<file path="config.mk">
export PLATFORM = sky130hd
export DESIGN_NAME = smb_xact_seq
export DESIGN_NICKNAME = d
export VERILOG_FILES = /design/src/rtl/smb_seq_pkg.sv /design/src/rtl/smb_seq_decode.sv /design/src/rtl/smb_seq_idx.sv /design/src/rtl/smb_seq_fsm.sv /design/src/rtl/smb_xact_seq.sv
export SDC_FILE = /design/constraint.sdc
export NUM_CORES = 1
export LEC_CHECK = 0
export CORE_UTILIZATION = 40
export DETAILED_ROUTE_END_ITERATION = 10
export HOLD_SLACK_MARGIN = 0.1
export PLACE_DENSITY = 0.64
export SLEW_MARGIN = 20
export SYNTH_ARGS = -nofsm -noshare
export SYNTH_HDL_FRONTEND = slang
export SYNTH_SLANG_ARGS = --single-unit
export TNS_END_PERCENT = 1
</file>
<file path="constraint.sdc">
create_clock -name clk_i -period 2.55 [get_ports clk_i]
set_input_delay 0.51 -clock clk_i [delete_from_list [all_inputs] [get_ports clk_i]]
set_output_delay 0.51 -clock clk_i [all_outputs]
set_load 0.02 [all_outputs]
</file>
<file path="src/rtl/smb_seq_pkg.sv">
package smb_seq_pkg;
  typedef enum logic [2:0] {
    OP_START_TX = 3'd0,
    OP_TX       = 3'd1,
    OP_RX_ACK   = 3'd2,
    OP_RX_NACK  = 3'd3,
    OP_STOP     = 3'd4
  } eng_op_e;

  typedef enum logic [2:0] {
    T_QUICK = 3'd0,
    T_BYTE  = 3'd1,
    T_BDATA = 3'd2,
    T_WORD  = 3'd3,
    T_PCALL = 3'd4,
    T_BLOCK = 3'd5,
    T_I2CRD = 3'd6,
    T_RSVD  = 3'd7
  } xact_e;

  typedef struct packed {
    logic       quick;
    logic       has_cmd;
    logic       rd;
    logic       rep;
    logic [1:0] nfix;
    logic       blk;
    logic       i2c;
    logic       pec;
  } plan_t;
endpackage

</file>
<file path="src/rtl/smb_seq_decode.sv">
module smb_seq_decode
  import smb_seq_pkg::*;
(
  input  logic [2:0] type_i,
  input  logic       rw_i,
  input  logic       pec_en_i,
  output logic       valid_o,
  output plan_t      plan_o
);
  always_comb begin
    plan_o  = '0;
    valid_o = 1'b1;
    unique case (xact_e'(type_i))
      T_QUICK: begin
        plan_o.quick = 1'b1;
        plan_o.rd    = rw_i;
      end
      T_BYTE: begin
        plan_o.rd      = rw_i;
        plan_o.has_cmd = !rw_i;
        plan_o.nfix    = rw_i ? 2'd1 : 2'd0;
        plan_o.pec     = pec_en_i;
      end
      T_BDATA, T_WORD: begin
        plan_o.rd      = rw_i;
        plan_o.has_cmd = 1'b1;
        plan_o.rep     = rw_i;
        plan_o.nfix    = (type_i == T_WORD) ? 2'd2 : 2'd1;
        plan_o.pec     = pec_en_i;
      end
      T_BLOCK: begin
        plan_o.rd      = rw_i;
        plan_o.has_cmd = 1'b1;
        plan_o.rep     = rw_i;
        plan_o.blk     = 1'b1;
        plan_o.pec     = pec_en_i;
      end
      T_I2CRD: begin
        plan_o.rd      = 1'b1;
        plan_o.has_cmd = 1'b1;
        plan_o.rep     = 1'b1;
        plan_o.blk     = 1'b1;
        plan_o.i2c     = 1'b1;
      end
      default: valid_o = 1'b0;
    endcase
  end
endmodule

</file>
<file path="src/rtl/smb_seq_idx.sv">
module smb_seq_idx #(
  parameter int IDX_W = 5
) (
  input  logic             clk_i,
  input  logic             rst_ni,
  input  logic             clr_i,
  input  logic             inc_i,
  input  logic [7:0]       len_i,
  output logic [IDX_W-1:0] idx_o,
  output logic             last_o
);
  logic [IDX_W-1:0] idx_q;

  always_ff @(posedge clk_i or negedge rst_ni) begin
    if (!rst_ni)    idx_q <= '0;
    else if (clr_i) idx_q <= '0;
    else if (inc_i) idx_q <= idx_q + 1'b1;
  end

  assign idx_o  = idx_q;
  assign last_o = ({{(8-IDX_W){1'b0}}, idx_q} + 8'd1) == len_i;
endmodule

</file>
<file path="src/rtl/smb_seq_fsm.sv">
module smb_seq_fsm
  import smb_seq_pkg::*;
#(
  parameter int MAX_BLK = 32
) (
  input  logic       clk_i,
  input  logic       rst_ni,
  input  logic       start_i,
  input  logic       valid_i,
  input  plan_t      plan_i,
  input  logic [7:0] addr_i,
  input  logic [7:0] hcmd_i,
  input  logic [7:0] dat0_i,
  input  logic [7:0] dat1_i,
  input  logic [7:0] pec_i,
  input  logic       idx_last_i,
  output logic       idx_clr_o,
  output logic       idx_inc_o,
  output logic [7:0] len_o,
  input  logic [7:0] blk_rdata_i,
  output logic       busy_o,
  output logic       intr_o,
  output logic       dev_err_o,
  output logic       dat0_we_o,
  output logic       dat1_we_o,
  output logic       blk_we_o,
  output logic       eng_req_o,
  output eng_op_e    eng_op_o,
  output logic [7:0] eng_byte_o,
  input  logic       eng_done_i,
  input  logic       eng_ack_i,
  input  logic [7:0] eng_rbyte_i
);
  localparam logic [7:0] MAX_LEN = 8'(MAX_BLK);

  typedef enum logic [3:0] {
    S_IDLE, S_FAIL, S_ADDR, S_CMD, S_RADDR, S_TXCNT, S_TXBLK, S_TXD0,
    S_TXD1, S_TXPEC, S_RXD0, S_RXD1, S_RXCNT, S_RXBLK, S_RXPEC, S_STOP
  } state_e;

  state_e     st_q, st_d, tx_tail, rx_tail;
  plan_t      pl_q;
  logic [7:0] addr_q, cmd_q, d0_q, d1_q, len_q;
  logic       fail_q, fail_d, intr_q, err_q;
  logic       is_tx, bad_len_in, cnt_bad;

  assign is_tx = st_q inside {S_ADDR, S_CMD, S_RADDR, S_TXCNT, S_TXBLK,
                              S_TXD0, S_TXD1, S_TXPEC};
  assign tx_tail    = pl_q.pec ? S_TXPEC : S_STOP;
  assign rx_tail    = pl_q.pec ? S_RXPEC : S_STOP;
  assign bad_len_in = plan_i.blk && (!plan_i.rd || plan_i.i2c) &&
                      ((dat0_i == 8'd0) || (dat0_i > MAX_LEN));
  assign cnt_bad    = (eng_rbyte_i == 8'd0) || (eng_rbyte_i > MAX_LEN);

  // engine request decode
  always_comb begin
    eng_op_o   = OP_TX;
    eng_byte_o = '0;
    unique case (st_q)
      S_ADDR: begin
        eng_op_o   = OP_START_TX;
        eng_byte_o = pl_q.rep ? {addr_q[7:1], 1'b0} : addr_q;
      end
      S_CMD:   eng_byte_o = pl_q.i2c ? d1_q : cmd_q;
      S_RADDR: begin
        eng_op_o   = OP_START_TX;
        eng_byte_o = {addr_q[7:1], 1'b1};
      end
      S_TXCNT, S_TXD0: eng_byte_o = d0_q;
      S_TXBLK:         eng_byte_o = blk_rdata_i;
      S_TXD1:          eng_byte_o = d1_q;
      S_TXPEC:         eng_byte_o = pec_i;
      S_RXD0:  eng_op_o = (pl_q.nfix == 2'd1 && !pl_q.pec) ? OP_RX_NACK : OP_RX_ACK;
      S_RXD1:  eng_op_o = pl_q.pec ? OP_RX_ACK : OP_RX_NACK;
      S_RXCNT: eng_op_o = OP_RX_ACK;
      S_RXBLK: eng_op_o = (idx_last_i && !pl_q.pec) ? OP_RX_NACK : OP_RX_ACK;
      S_RXPEC: eng_op_o = OP_RX_NACK;
      S_STOP:  eng_op_o = OP_STOP;
      default: ;
    endcase
  end

  always_comb begin
    st_d   = st_q;
    fail_d = fail_q;
    unique case (st_q)
      S_IDLE: if (start_i) begin
        fail_d = !valid_i || bad_len_in;
        st_d   = fail_d ? S_FAIL : S_ADDR;
      end
      S_FAIL: st_d = S_IDLE;
      default: if (eng_done_i) begin
        if (is_tx && !eng_ack_i) begin
          st_d   = S_STOP;
          fail_d = 1'b1;
        end else begin
          unique case (st_q)
            S_ADDR:  st_d = pl_q.quick ? S_STOP : (pl_q.has_cmd ? S_CMD : S_RXD0);
            S_CMD:   st_d = pl_q.rep ? S_RADDR : pl_q.blk ? S_TXCNT :
                            (pl_q.nfix != 2'd0) ? S_TXD0 : tx_tail;
            S_RADDR: st_d = pl_q.i2c ? S_RXBLK : pl_q.blk ? S_RXCNT : S_RXD0;
            S_TXCNT: st_d = S_TXBLK;
            S_TXBLK: st_d = idx_last_i ? tx_tail : S_TXBLK;
            S_TXD0:  st_d = (pl_q.nfix == 2'd2) ? S_TXD1 : tx_tail;
            S_TXD1:  st_d = tx_tail;
            S_TXPEC: st_d = S_STOP;
            S_RXD0:  st_d = (pl_q.nfix == 2'd2) ? S_RXD1 : rx_tail;
            S_RXD1:  st_d = rx_tail;
            S_RXCNT: begin
              st_d = cnt_bad ? S_STOP : S_RXBLK;
              if (cnt_bad) fail_d = 1'b1;
            end
            S_RXBLK: st_d = idx_last_i ? rx_tail : S_RXBLK;
            S_RXPEC: begin
              st_d = S_STOP;
              if (eng_rbyte_i != pec_i) fail_d = 1'b1;
            end
            S_STOP:  st_d = S_IDLE;
            default: st_d = S_IDLE;
          endcase
        end
      end
    endcase
  end

  always_ff @(posedge clk_i or negedge rst_ni) begin
    if (!rst_ni) begin
      st_q   <= S_IDLE;
      pl_q   <= '0;
      addr_q <= '0;
      cmd_q  <= '0;
      d0_q   <= '0;
      d1_q   <= '0;
      len_q  <= '0;
      fail_q <= 1'b0;
      intr_q <= 1'b0;
      err_q  <= 1'b0;
    end else begin
      st_q   <= st_d;
      fail_q <= fail_d;
      intr_q <= 1'b0;
      err_q  <= 1'b0;
      if (st_q == S_IDLE && start_i) begin
        pl_q   <= plan_i;
        addr_q <= addr_i;
        cmd_q  <= hcmd_i;
        d0_q   <= dat0_i;
        d1_q   <= dat1_i;
        len_q  <= dat0_i;
      end
      if (st_q == S_RXCNT && eng_done_i) len_q <= eng_rbyte_i;
      if (st_q != S_IDLE && st_d == S_IDLE) begin
        if (fail_d) err_q  <= 1'b1;
        else        intr_q <= 1'b1;
      end
    end
  end

  assign busy_o    = st_q != S_IDLE;
  assign intr_o    = intr_q;
  assign dev_err_o = err_q;
  assign eng_req_o = !(st_q inside {S_IDLE, S_FAIL});
  assign len_o     = len_q;
  assign idx_clr_o = !(st_q inside {S_TXBLK, S_RXBLK});
  assign idx_inc_o = eng_done_i && (st_q inside {S_TXBLK, S_RXBLK});
  assign dat0_we_o = eng_done_i && (st_q inside {S_RXD0, S_RXCNT});
  assign dat1_we_o = eng_done_i && (st_q == S_RXD1);
  assign blk_we_o  = eng_done_i && (st_q == S_RXBLK);
endmodule

</file>
<file path="src/rtl/smb_xact_seq.sv">
module smb_xact_seq
  import smb_seq_pkg::*;
#(
  parameter  int MAX_BLK = 32,
  localparam int IDX_W   = $clog2(MAX_BLK)
) (
  input  logic             clk_i,
  input  logic             rst_ni,
  input  logic             start_i,
  input  logic [2:0]       type_i,
  input  logic             pec_en_i,
  input  logic [7:0]       addr_i,
  input  logic [7:0]       hcmd_i,
  input  logic [7:0]       dat0_i,
  input  logic [7:0]       dat1_i,
  input  logic [7:0]       pec_i,
  output logic             busy_o,
  output logic             intr_o,
  output logic             dev_err_o,
  output logic             dat0_we_o,
  output logic             dat1_we_o,
  output logic [7:0]       rdat_o,
  output logic [IDX_W-1:0] blk_idx_o,
  input  logic [7:0]       blk_rdata_i,
  output logic             blk_we_o,
  output logic [7:0]       blk_wdata_o,
  output logic             eng_req_o,
  output logic [2:0]       eng_op_o,
  output logic [7:0]       eng_byte_o,
  input  logic             eng_done_i,
  input  logic             eng_ack_i,
  input  logic [7:0]       eng_rbyte_i
);
  plan_t      plan;
  logic       valid, idx_clr, idx_inc, idx_last;
  logic [7:0] len;
  eng_op_e    op;

  smb_seq_decode i_decode (
    .type_i   (type_i),
    .rw_i     (addr_i[0]),
    .pec_en_i (pec_en_i),
    .valid_o  (valid),
    .plan_o   (plan)
  );

  smb_seq_idx #(.IDX_W(IDX_W)) i_idx (
    .clk_i  (clk_i),
    .rst_ni (rst_ni),
    .clr_i  (idx_clr),
    .inc_i  (idx_inc),
    .len_i  (len),
    .idx_o  (blk_idx_o),
    .last_o (idx_last)
  );

  smb_seq_fsm #(.MAX_BLK(MAX_BLK)) i_fsm (
    .clk_i       (clk_i),
    .rst_ni      (rst_ni),
    .start_i     (start_i),
    .valid_i     (valid),
    .plan_i      (plan),
    .addr_i      (addr_i),
    .hcmd_i      (hcmd_i),
    .dat0_i      (dat0_i),
    .dat1_i      (dat1_i),
    .pec_i       (pec_i),
    .idx_last_i  (idx_last),
    .idx_clr_o   (idx_clr),
    .idx_inc_o   (idx_inc),
    .len_o       (len),
    .blk_rdata_i (blk_rdata_i),
    .busy_o      (busy_o),
    .intr_o      (intr_o),
    .dev_err_o   (dev_err_o),
    .dat0_we_o   (dat0_we_o),
    .dat1_we_o   (dat1_we_o),
    .blk_we_o    (blk_we_o),
    .eng_req_o   (eng_req_o),
    .eng_op_o    (op),
    .eng_byte_o  (eng_byte_o),
    .eng_done_i  (eng_done_i),
    .eng_ack_i   (eng_ack_i),
    .eng_rbyte_i (eng_rbyte_i)
  );

  assign eng_op_o    = op;
  assign rdat_o      = eng_rbyte_i;
  assign blk_wdata_o = eng_rbyte_i;
endmodule

</file>
==> results <==
- The mapped netlist covers 3930 µm².
- The first global-routing pass estimated 19,100 µm of wire.
- The largest incremental delay on the critical path is 420 ps.
- Along the worst path, the maximum fanout reaches 2.
- Walking the worst path, the cells encountered are ha_4 > xor2_1 > nor4_1 > and4b_4 > and3_4 > a41oi_2 > o221ai_2 > buf_4.
- The count of buffers added on input and output ports is 103.
- The dominant cell by count in the synthesized netlist is sky130_fd_sc_hd__nand2_1.
- Measured against its own limit, the worst slew margin works out to 71.1%.
- The commonest cells after synthesis are 148 x sky130_fd_sc_hd__nand2_1, 60 x sky130_fd_sc_hd__dfrtp_1, 28 x sky130_fd_sc_hd__nor2_1.
- STA classifies the critical path startpoint as a register.
- The class of the most critical setup path is register to output port.
- The path with the worst hold slack has its endpoint at i_fsm.addr_q[2].
- The worst vdd rail ir drop is 0.000410 V.
- Synthesis produced 480 cells.
- The number of antenna cells inserted is 0.
- Sorting the synthesized cells by area gives the leading types as sky130_fd_sc_hd__dfrtp_1 38%, sky130_fd_sc_hd__nand2_1 14%, sky130_fd_sc_hd__buf_4 3.6%.
- The analysis attributes to cell leakage a power of 2.61 nW.
- The average wire per standard cell is 15.7 µm.
- The areal power density over the cells is 952 nW/µm².
- The worst reg-to-reg path cell count is 9.
- At the end of the flow, the number of nets in the layout was 683.
- TritonCTS built the clock tree.
- In this run, synthesis inferred 0 flip-flops with an integrated enable.
- The startpoint identified for the worst register-to-register timing path is i_idx.idx_o[1].
- Each instance of the synthesized netlist takes up on average 8.19 µm².
- The final global-route overflow total is 0.
- The largest net degree at the start of global routing is 26.
- The number of H-tree levels is 3.
- The cell area after layout is 5610 µm².
- The hold violation count in the final report is 0.
- The tree built by TritonCTS fans out to 60 sinks.
- The routed via count divided by cell count is 5.21.
- The max-slew violation total from the final report came to 0.
- The number of warning messages in the yosys log is 0.
- The number of distinct library cell variants in the gate-level netlist after synthesis is 70.
- The met1 track utilization from global routing is 32.3%.
- The adder-cell share of the synthesized area is 0.318%.
- The total detailed-routing wirelength is 11,800 µm.
- Subtracting the final worst setup slack from the clock period gives 2730 ps.
- The worst register-to-register path has a setup slack of 310 ps.
- The final HPWL from detailed placement is 9080 µm.
- TritonCTS created 9 clock buffers.
- The final reports fail on setup timing.
- The number of antenna violations at the first check in global routing is 0.
- The run finished, with violations left.
- The share of async-settable or async-resettable flops after synthesis is 100%.
- The worst register-to-register path ends at i_fsm.intr_o.
- The number of routed nets with antenna violations is 0.
- Static timing analysis puts the maximum clock frequency at 366 MHz.
- The kind of end point of the critical path is an output port.
- The share of post-route cells with drive strength above 1 is 19.8%.
- The top-level port count is 104.
- The filler cell count in the final layout is 880.
- Measured along the x axis, the die boundary spans 101 µm.
- The cell type of the slowest stage on the worst timing path is sky130_fd_sc_hd__dfrtp_1.
- Compared with the post-synthesis result, the final layout area differs by 42.8%.
- For this run, the leading register cell type out of synthesis is sky130_fd_sc_hd__dfrtp_1.
- The xor and xnor area share after synthesis is 4.46%.
- The slew at the pin closest to its max-slew limit is 432 ps.
- In the finished design, the share of the clock period the worst path needs comes to 107%.
- Counting along the longest clock path gives a buffer depth of 2.
- The placer's final routability congestion estimate is 0.875.
- The effective utilization at floorplan is 41.9%.
- The register bit total from synthesis is 60.
- The remaining routing DRC violations is 0.
- Sequential cells were found to cover 38.2% of the synthesized design area.
- The worst hold margin is 478 ps.
- The aggregate global-route resource usage is 24.4%.
- The count of maximum capacitance violations is 0.
- The setup-violating endpoint count in the final report is 4.
- met2 is the most crowded layer.
- The final setup slack of the worst path is -182 ps.
- Global routing used 40.5% of the available met2 tracks.
- The top cell type's share of synthesized area is 38.2%.
- The post-synthesis compound-gate area fraction is 16.8%.
- From bottom edge to top edge, the die measures 101 µm.
- The arrival time of the worst setup path is 2220 ps.
- Clock-pin slew was measured on the worst setup and hold paths at 70 ps.
- The number of global-route vias before repair is 3,782.
- The critical path data required time is 2040 ps.
- The worst hold path begins at i_fsm.addr_q[2].
- On the final layout, the worst clock skew is 8.98 ps.
- Counting instances, the worst hold path has a depth of 2.
- The detailed-route via count is 3,905.
- The fraction of met3 tracks used by global routing is 5.04%.
- The detailed router's first-iteration violation count is 294.
- The tree is rooted in a sky130_fd_sc_hd__clkbuf_8.
- The detailed-router iteration count before antenna repair is 5.
- Setup repair after global routing could not meet its margin everywhere.
- The share of synthesized area spent on multiplexers is 1.05%.
- After floorplanning, the core was divided into 35 placement rows.
- Counting every net in the synthesized netlist gives 546.
- The biggest area contributor in the post-synthesis netlist is sky130_fd_sc_hd__dfrtp_1.
- After Yosys synthesis, and, or, nand and nor cells account for 29.7% of the synthesized area.
- The main combinational cell family by area after synthesis is simple AND/OR/NAND/NOR gates.
- The later pin in the worst-skew pair is clocked with a latency of 350 ps.
- The area inside the core boundary is 9370 µm².
- In this run the cell area measured after placement is 5290 µm².
- Once layout is complete, the utilization of the core stands at 59.9%.
- The die covers 10,200 µm².
- The class of the tightest hold or removal check is register to register.
-- placed cells by master, fill, tap and decap left out, types with 9 or more instances in the layout --
master                            netlist  layout
sky130_fd_sc_hd__o21ai_0               15      14
sky130_fd_sc_hd__dfrtp_1               60      58
sky130_fd_sc_hd__clkbuf_8               2      11
sky130_fd_sc_hd__buf_4                 19      71
sky130_fd_sc_hd__a21oi_1               10       9
sky130_fd_sc_hd__xnor2_1               14      13
sky130_fd_sc_hd__nand3_1               14      14
sky130_fd_sc_hd__clkdlybuf4s50_1        0      87
sky130_fd_sc_hd__nand2_1              148     148
sky130_fd_sc_hd__nor2_1                28      27
-- how the worst max path moves through the flow --
stage,from,endpoint,slack (ps),cells past startpoint
3_5_place_dp,i_idx.idx_o[0],eng_op_o[0],-390,8
2_1_floorplan,i_idx.idx_o[0],eng_op_o[0],3,7
6_report,i_idx.idx_o[1],eng_op_o[0],-180,8
5_1_grt,i_idx.idx_o[1],eng_op_o[0],-220,8
4_1_cts,i_idx.idx_o[1],eng_op_o[0],-290,8
3_3_place_gp,i_idx.idx_o[0],eng_op_o[0],-370,8
-- routing by layer --
layer	wire [µm]	part of all wire, %
met5	0	0
met4	158	1.3
met3	688	5.9
met2	5630	48
met1	5280	45
-- metrics by stage --
stage | setup TNS (ps) | total power, mW | worst slack, ps | cells
final | -341 | 5.34 | -182 | 750
after global routing | -728 | 5.73 | -222 | 750
after CTS | -662 | 5.31 | -286 | 748
after detailed placement | -1020 | 4.30 | -387 | 732
after global placement | -931 | 4.25 | -367 | 732
after floorplan | 0 | 3.23 | 3.47 | 480
-- registers in the layout, indices dropped and copies added, names as in the netlist --
signal,flops
i_idx.idx_o,5
i_fsm.st_q,4
i_fsm.cmd_q,8
i_fsm.addr_q,8
i_fsm.d0_q,8
i_fsm.fail_q,1
i_fsm.intr_o,1
i_fsm.pl_q,8
i_fsm.dev_err_o,1
i_fsm.len_o,8
i_fsm.d1_q,8
-- worst max-delay path: cells and delay by family (launching register included) --
kind,cells,cell delay [ps]
AOI/OAI and AO/OA,2,210
xor gates and xnor gates,1,140
adders and majority gates,1,260
buffers and inverters,1,170
DFF,1,420
and+or+nand+nor,3,670
-- final cells by class --
class	count	area, µm²	area share (%)
multi-input combinational	364	2150	38.4
tap	129	161	2.87
sequential	60	1500	26.8
timing repair buffer	175	1550	27.5
clock inverter	4	72.6	1.29
inverter	7	26.3	0.468
clock buffer	11	151	2.70
-- repair_timing --
item	CTS	global route
endpoints found under the hold margin	12	0
setup buffers	0	2
hold buffers	1	0
setup endpoints to repair	15	11
pin swaps	4	4
gates resized for setup	43	14
-- logic make-up (layout without fill, tap and decap cells) --
| family | Yosys count | in the layout |
|---|---|---|
| simple gates | 250 | 250 |
| compound gates | 89 | 89 |
| flops | 60 | 60 |
| buf+inv | 56 | 197 |
| xor+xnor | 20 | 20 |
| mux | 4 | 4 |
| fa+ha+maj | 1 | 1 |
-- report_power, final --
group	switching [mW]	internal, mW	total, mW
Clock	0.388	0.596	0.984
Combinational	1.41	1.26	2.67
Sequential	0.336	1.35	1.69
No activity file was read; power rests on OpenSTA's default activity.
